[src/rtl/lpm_pkg.sv]
package lpm_pkg;

  typedef enum logic [2:0] {
    M_ACTIVE  = 3'd0,
    M_SUB     = 3'd1,
    M_WATCH   = 3'd2,
    M_STANDBY = 3'd3,
    M_STOP    = 3'd4,
    M_SETTLE  = 3'd5
  } mode_t;

  typedef struct packed {
    logic main_osc;
    logic sub_osc;
    logic cpu_clk;
    logic ready;
    logic adc;
  } ctl_t;

  function automatic ctl_t ctl_of(mode_t m);
    ctl_t c;
    c = '0;
    case (m)
      M_ACTIVE:  c = '{1'b1, 1'b1, 1'b1, 1'b1, 1'b1};
      M_SUB:     c = '{1'b0, 1'b1, 1'b1, 1'b0, 1'b0};
      M_WATCH:   c = '{1'b0, 1'b1, 1'b0, 1'b0, 1'b0};
      M_STANDBY: c = '{1'b1, 1'b1, 1'b0, 1'b0, 1'b0};
      M_SETTLE:  c = '{1'b1, 1'b1, 1'b0, 1'b0, 1'b0};
      default:   c = '0;
    endcase
    return c;
  endfunction

endpackage

[src/rtl/lpm_next.sv]
module lpm_next
  import lpm_pkg::*;
(
  input  mode_t cur,
  input  logic  stop_req,
  input  logic  sleep_req,
  input  logic  tmr_mode,
  input  logic  low_spd,
  input  logic  direct_xfer,
  input  logic  wake_tmr,
  input  logic  wake_ext,
  input  logic  wake_rst,
  input  logic  settle_done,
  output mode_t nxt
);

  logic any_irq;
  logic sleep_any;
  assign any_irq   = wake_tmr | wake_ext;
  assign sleep_any = stop_req | sleep_req;

  always_comb begin
    nxt = cur;
    case (cur)
      M_ACTIVE: begin
        if (wake_rst)       nxt = M_ACTIVE;
        else if (stop_req)  nxt = tmr_mode ? M_WATCH : M_STOP;
        else if (sleep_req) nxt = M_STANDBY;
      end
      M_SUB: begin
        if (wake_rst)        nxt = M_SETTLE;
        else if (sleep_any)  nxt = (!low_spd && direct_xfer) ? M_SETTLE : M_WATCH;
      end
      M_WATCH: begin
        if (wake_rst)      nxt = M_SETTLE;
        else if (any_irq)  nxt = low_spd ? M_SUB : M_SETTLE;
      end
      M_STANDBY: begin
        if (wake_rst || any_irq) nxt = M_ACTIVE;
      end
      M_STOP: begin
        if (wake_rst || wake_ext) nxt = M_SETTLE;
      end
      M_SETTLE: begin
        if (settle_done) nxt = M_ACTIVE;
      end
      default: nxt = M_ACTIVE;
    endcase
  end

endmodule

[src/rtl/lpm_settle_timer.sv]
module lpm_settle_timer #(
  parameter int CNT_W = 8
) (
  input  logic             clk,
  input  logic             rst,
  input  logic             run,
  input  logic [CNT_W-1:0] limit,
  output logic             done
);

  localparam int EW = CNT_W + 1;

  logic [CNT_W-1:0] cnt;
  logic [EW-1:0]    cnt_inc;

  assign cnt_inc = {1'b0, cnt} + EW'(1);
  assign done    = run && (cnt_inc >= {1'b0, limit});

  always_ff @(posedge clk) begin
    if (rst || !run) cnt <= '0;
    else if (!done)  cnt <= cnt + CNT_W'(1);
  end

endmodule

[src/rtl/lpm_speed_reg.sv]
module lpm_speed_reg (
  input  logic clk,
  input  logic rst,
  input  logic wr,
  input  logic wdata,
  input  logic allowed,
  output logic sel,
  output logic err
);

  always_ff @(posedge clk) begin
    if (rst) begin
      sel <= 1'b0;
      err <= 1'b0;
    end else if (wr) begin
      if (allowed) sel <= wdata;
      else         err <= 1'b1;
    end
  end

endmodule

[src/rtl/lpm_seq.sv]
module lpm_seq
  import lpm_pkg::*;
#(
  parameter int CNT_W = 8
) (
  input  logic             clk,
  input  logic             rst,
  input  logic             stop_req,
  input  logic             sleep_req,
  input  logic             tmr_mode,
  input  logic             low_spd,
  input  logic             direct_xfer,
  input  logic             wake_tmr,
  input  logic             wake_ext,
  input  logic             wake_rst,
  input  logic             spd_wr,
  input  logic             spd_wdata,
  input  logic [CNT_W-1:0] stab_len,
  output logic [2:0]       mode_o,
  output logic             main_osc_en,
  output logic             sub_osc_en,
  output logic             cpu_clk_en,
  output logic             core_ready,
  output logic             adc_en,
  output logic             spd_sel,
  output logic             spd_err
);

  mode_t mode_q;
  mode_t mode_d;
  ctl_t  ctl_q;
  logic  settle_done;

  lpm_settle_timer #(.CNT_W(CNT_W)) u_timer (
    .clk   (clk),
    .rst   (rst),
    .run   (mode_q == M_SETTLE),
    .limit (stab_len),
    .done  (settle_done)
  );

  lpm_next u_next (
    .cur         (mode_q),
    .stop_req    (stop_req),
    .sleep_req   (sleep_req),
    .tmr_mode    (tmr_mode),
    .low_spd     (low_spd),
    .direct_xfer (direct_xfer),
    .wake_tmr    (wake_tmr),
    .wake_ext    (wake_ext),
    .wake_rst    (wake_rst),
    .settle_done (settle_done),
    .nxt         (mode_d)
  );

  lpm_speed_reg u_speed (
    .clk     (clk),
    .rst     (rst),
    .wr      (spd_wr),
    .wdata   (spd_wdata),
    .allowed (mode_q == M_ACTIVE),
    .sel     (spd_sel),
    .err     (spd_err)
  );

  always_ff @(posedge clk) begin
    if (rst) begin
      mode_q <= M_ACTIVE;
      ctl_q  <= ctl_of(M_ACTIVE);
    end else begin
      mode_q <= mode_d;
      ctl_q  <= ctl_of(mode_d);
    end
  end

  assign mode_o      = mode_q;
  assign main_osc_en = ctl_q.main_osc;
  assign sub_osc_en  = ctl_q.sub_osc;
  assign cpu_clk_en  = ctl_q.cpu_clk;
  assign core_ready  = ctl_q.ready;
  assign adc_en      = ctl_q.adc;

endmodule

[config.mk]
export PLATFORM = sky130hd
export DESIGN_NAME = lpm_seq
export DESIGN_NICKNAME = d
export VERILOG_FILES = /design/src/rtl/lpm_pkg.sv /design/src/rtl/lpm_next.sv /design/src/rtl/lpm_settle_timer.sv /design/src/rtl/lpm_speed_reg.sv /design/src/rtl/lpm_seq.sv
export SDC_FILE = /design/constraint.sdc
export NUM_CORES = 1
export LEC_CHECK = 0
export BUFFER_PORTS_ARGS = -buffer_cell sky130_fd_sc_hd__buf_2
export CAP_MARGIN = 20
export CORE_ASPECT_RATIO = 0.6
export CORE_MARGIN = 2
export CORE_UTILIZATION = 52
export CTS_CLUSTER_SIZE = 20
export DETAILED_ROUTE_END_ITERATION = 8
export GPL_TIMING_DRIVEN = 1
export PLACE_DENSITY = 0.9
export SYNTH_ARGS = -nofsm -noshare
export SYNTH_HDL_FRONTEND = slang
export SYNTH_HIERARCHICAL = 1
export SYNTH_SLANG_ARGS = --single-unit
[constraint.sdc]
create_clock -name clk -period 4.2 [get_ports clk]
set_input_delay 0.42 -clock clk [delete_from_list [all_inputs] [get_ports clk]]
set_output_delay 0.42 -clock clk [all_outputs]
set_load 0.01 [all_outputs]
=== After elaboration in Yosys (flattened, before gate mapping) ===
Cells that the tools add are included.

* Register bits: 18
* Bits of input ports: 20
* Output and inout bits: 10
* Logic and storage cells: 51

* $add $sub $neg: 2
* Magnitude comparators: 1
* Equality and inequality tests: 9
* Muxes and demuxes: 15
* Bitwise gates (word level): 3
* Reductions and logical operators: 12

{| class="wikitable"
|+ Operators with widths
! operator !! number
|-
| 2-to-1 mux 3 bit || 13
|-
| one-hot mux 5 bit (4 select lines) || 1
|-
| one-hot mux 3 bit (6 select lines) || 1
|-
| == test 3 x 2 -> 1 bit (second input constant) || 4
|-
| adder 8 x 1 -> 9 bit (second input constant) || 1
|-
| == test 3 bit (second input constant) || 3
|-
| greater-or-equal comparator 9 x 8 -> 1 bit || 1
|-
| adder 8 x 1 -> 8 bit (second input constant) || 1
|-
| == test 3 x 1 -> 1 bit (second input constant) || 2
|-
| zero test 3 bit || 2
|-
| AND reduction 2 bit || 2
|-
| logical OR 1 bit || 3
|-
| logical AND 1 bit || 2
|-
| zero test 1 bit || 2
|-
| OR 1 bit || 2
|-
| OR reduction 2 bit || 1
|-
| inverter 1 bit || 1
|}

=== Logic depth before layout (Yosys ltp) ===
* Word-level depth: 9
* Gate-level depth with buffers: 15
* Gate-level depth less buffers: 15

=== Hierarchy ===
The synthesis kept the hierarchy.

{| class="wikitable"
|+ By module, submodules not included
! module !! instances !! cells each !! area an instance (µm²) !! seq. area each (µm²)
|-
| lpm_settle_timer || 1 || 82 || 680.7 || 160.2
|-
| lpm_seq || 1 || 22 || 226.5 || 140.1
|-
| lpm_next || 1 || 28 || 170.2 || 0.0
|-
| lpm_speed_reg || 1 || 8 || 78.8 || 40.0
|}

=== Worst setup path after synthesis ===
OpenSTA, ideal clock, no wires.

* Path kind: reg-to-reg
* Start: register u_timer.cnt[0]
* End: register ctl_q, in the netlist main_osc_en
* Arrival: 2.978 ns
* Data required time: 4.068 ns
* Slack: 1.089 ns
* Cell stages (with the launch flop): 16
* Period minus slack after synthesis: 3.111 ns
* Path through: dfxtp_1 > ha_1 > nand3_1 > nor2_1 > xor2_1 > ha_1 > and3_4 > a221o_1 > a31o_4 > nor2_1 > nor2b_1 > a21oi_1 > o31ai_1 > nand4_1 > xor2_1 > o211ai_1

* Word-level cells in the longest chain between the ends: 8
* Elaborated cells on any way between the ends: 12

{| class="wikitable"
|+ RTL lines
! what !! line !! source
|-
| from (decl) || lpm_settle_timer.sv:13 || <nowiki>logic [CNT_W-1:0] cnt;</nowiki>
|-
| from (signal assigned) || lpm_settle_timer.sv:21 || <nowiki>else if (!done) cnt <= cnt + CNT_W'(1);</nowiki>
|-
| adder 8 x 1 -> 9 bit * || lpm_settle_timer.sv:16 || <nowiki>assign cnt_inc = {1'b0, cnt} + EW'(1);</nowiki>
|-
| named net u_timer.cnt_inc[6] || lpm_settle_timer.sv:14 || <nowiki>logic [EW-1:0] cnt_inc;</nowiki>
|-
| greater-or-equal comparator 9 x 8 -> 1 bit * || lpm_settle_timer.sv:17 || <nowiki>assign done = run && (cnt_inc >= {1'b0, limit});</nowiki>
|-
| logical AND 1 bit * || lpm_settle_timer.sv:17 ||
|-
| named net settle_done || lpm_seq.sv:32 || <nowiki>logic settle_done;</nowiki>
|-
| 2-to-1 mux 3 bit * || lpm_next.sv:45 || <nowiki>if (settle_done) nxt = M_ACTIVE;</nowiki>
|-
| one-hot mux 3 bit (6 select lines) * || lpm_next.sv:24 || <nowiki>case (cur)</nowiki>
|-
| named net mode_d[0] || lpm_seq.sv:30 || <nowiki>mode_t mode_d;</nowiki>
|-
| == test 3 bit / == test 3 x 2 -> 1 bit (equally long branches) || lpm_pkg.sv:23 || <nowiki>case (m)</nowiki>
|-
| OR reduction 2 bit (no source line) || -- ||
|-
| one-hot mux 5 bit (4 select lines) * || lpm_pkg.sv:23 ||
|-
| to (signal assigned) || lpm_seq.sv:69 || <nowiki>ctl_q <= ctl_of(M_ACTIVE);</nowiki>
|-
| to (signal assigned) || lpm_seq.sv:72 || <nowiki>ctl_q <= ctl_of(mode_d);</nowiki>
|-
| to (decl) || lpm_seq.sv:31 || <nowiki>ctl_t ctl_q;</nowiki>
|}

The timed path passes the listed nets; every way through them passes the cells marked *.
A chain may end at the register's enable or synchronous reset.

=== Worst setup path after layout ===
Same ends and word-level chain as after synthesis.

==> results by group <==
Setup path
  – Crit end category: register
  – Worst Setup Start Kind: register
  – Crit path arrival time: 3810 ps
  – CP Max Fanout: 10
  – Required time worst endpoint: 4330 ps
  – Critical path class: register to register

Logic synthesis
  – Syn avg cell area: 8.258 µm²
  – Mapped Cells: 140
  – Synth Warn #: 6
  – Synth Register Bits: 17
  – Synth area leader: dfxtp_1
  – Mapped Area: 1156 µm²
  – Post-synthesis sequential area ratio: 29.44%
  – Ys flop type: dfxtp_1
  – Syn nets: 169
  – Synth top area share: 29.44%
  – Asr flop ratio synth: 0%
  – Top cells by area, synth: dfxtp_1 29%, ha_1 9.7%, a21oi_1 3.9%
  – Post-synth EDFFs: 0
  – Library cells used by synthesis: 38

Global routing
  – First-pass GRT wire length: 3.939 mm
  – Vias in the first global route: 903
  – Total gr overflow: 0
  – Total track usage: 21.20%
  – Initial antenna violation count: 0
  – Largest net degree at the start of global routing: 13

Place
  – # port buffers: 29
  – Pre-CTS WS: 676.4 ps
  – Dpl hpwl: 2.061 mm
  – Gpl congestion: 0.8429

Cells and area
  – Ant diodes: 0
  – Commonest non-fill, non-tap cells in the layout: 29 x buf_2, 17 x dfxtp_1, 12 x nor2_1
  – Proportion of layout cells with a drive suffix above 1: 24.85%
  – Nets: 199
  – Commonest non-fill, non-tap cell in the layout: buf_2
  – Area delta synth->final: 17.97%

Clock network
  – CTS tree: yes
  – Clk Latency, worst-skew pair: 250 ps
  – Max clock buf depth: 2
  – Reg clk slew, reported paths: 60 ps
  – Root Buffer: clkbuf_8
  – Postcts setup bufs: 0
  – TritonCTS buffer count: 3
  – # hold bufs at CTS: 0
  – CTS-repair resized insts: 0
  – H-tree depth: 1
  – Sink Count: 17

STA
  – Final WS setup: 513.9 ps
  – Slew Viols, Final: 0
  – Worst Skew: 2.018 ps
  – Hold_ws: 434.5 ps
  – Worst-Margin Slew: 422.7 ps
  – Final hold violation count: 0
  – Final Cycle Share: 87.76%
  – Tmin final: 3686 ps
  – Worst slew margin: 71.69%
  – RSZ-0062 raised after global routing: false
  – Fmax: 271.3 MHz
  – Setup violations, final: 0
  – Final TNS setup: 0 ps

Detailed routing
  – Met2 WL: 1.198 mm
  – Via-to-Cell Ratio: 5.925
  – ANT nets after route: 0
  – DR vias: 1179
  – 1st-pass router iterations: 6
  – Top Layer Used: met4
  – DRT iter0 DRCs: 119
  – M1 WL: 1.170 mm
  – Drt wl/cell: 13.55 µm
  – Drt total wl: 2.697 mm
  – DRC: 0
  – Met3 wire length: 272 µm

Flow run
  – Max cap viols: 0

Pwr
  – Comb pwr share: 26.9%
  – Internal power component: 298.7 µW
  – Sequential Power Share: 45.4%
  – Clk pwr share: 27.6%
  – Final Power: 433.6 µW
  – Switching Power: 134.9 µW
  – Worst vdd ir: 0.2161 mV
  – Sw frac: 31.11%
  – LEAKAGE: 0.0006429 µW
  – Pwr/cell area: 317.9 nW/µm²

Min path
  – Min-Delay Path Class: input port to register

Floorplanning
  – IO Pins: 30
  – Chip height: 40.53 µm
  – Core Region: 2131 µm²
  – Row count: 13
  – Die area: 2629 µm²
  – Starting Density: 54.26%
  – Chip Width: 64.87 µm

Outcome
  – Outcome: finished, final reports clean
[Yosys cell counts (4+ instances only)]
library cell,number
nand2_1,7
ha_1,9
nand3_1,4
inv_1,11
o21ai_0,7
o31ai_1,5
xor2_1,5
or4_1,4
dfxtp_1,17
nor2_1,12
a21oi_1,9
nor2b_1,6
a31oi_1,4
nor3b_1,4
[stage by stage]
| step | std cells | instance area, µm² | utilization [%] |
|---|---|---|---|
| floorplan | 140 | 1156 | - |
| global placement | 195 | 1319 | 61.89 |
| detailed placement | 195 | 1319 | 61.89 |
| CTS | 199 | 1364 | 64.00 |
| global route | 199 | 1364 | 64.00 |
| finish | 199 | 1364 | 64.00 |
[worst paths after layout]
path	startpoint	endpoint	slack, ps	cells past startpoint
setup reg to reg	u_timer/cnt[0]$_SDFFE_PP0N_	main_osc_en$_SDFF_PP1_	510	15
hold / removal	spd_wdata	u_speed/sel$_SDFFE_PP0P_	430	3
hold reg to reg	u_speed/err$_SDFFE_PP0P_	u_speed/err$_SDFFE_PP0P_	450	2
setup / recovery	u_timer/cnt[0]$_SDFFE_PP0N_	main_osc_en$_SDFF_PP1_	510	15
[layout make-up]
| type | count | area [µm²] |
|---|---|---|
| clock buffer | 4 | 45.04 |
| multi-input combinational | 108 | 754.5 |
| timing repair buffer | 29 | 145.1 |
| sequential | 17 | 340.3 |
| tap | 30 | 37.54 |
| inverter | 11 | 41.29 |
| fill | 177 | 767.0 |
[cells by family after synthesis]
family                     share of synthesized area (%)
adders and majority gates                          9.740
buffers and inverters                              5.302
and+or+nand+nor                                    27.49
AOI/OAI and AO/OA                                  21.97
DFF                                                29.44
xor gates and xnor gates                           6.061
[power groups by stage]
| stage | combinational, µW | sequential, µW | clock, µW |
|---|---|---|---|
| detailed placement | 115 | 200 | 0 |
| global route | 129 | 200 | 129 |
| CTS | 115 | 197 | 124 |
| finish | 117 | 197 | 120 |
| floorplan | 69.3 | 204 | 0 |
| global placement | 109 | 199 | 0 |
[routing by layer]
metal,track usage [%],vias to the layer above
li1,-,566
met1,24.46,525
met2,37.37,76
met3,8.427,12
met4,6.915,0
met5,0,-
[worst max-delay path, stage by stage (launching register included)]
cell and delay, ps:
dfxtp_1 390, ha_1 260, nand3_1 180, nor2_1 370, xor2_1 210, ha_1 270
and3_4 180, a221o_1 340, a31o_4 260, nor2_1 300, nor2b_1 110, a21oi_1 130
o31ai_1 110, nand3_1 200, xor2_1 170, o211ai_1 90
[sequential cells by signal, indices dropped and copies added, names as in the netlist]
signal / cells
u_timer/cnt: 8
mode_o: 3
core_ready: 1
cpu_clk_en: 1
main_osc_en: 1
sub_osc_en: 1
u_speed/err: 1
u_speed/sel: 1
Note: power is estimated with default switching activity, not from simulation.
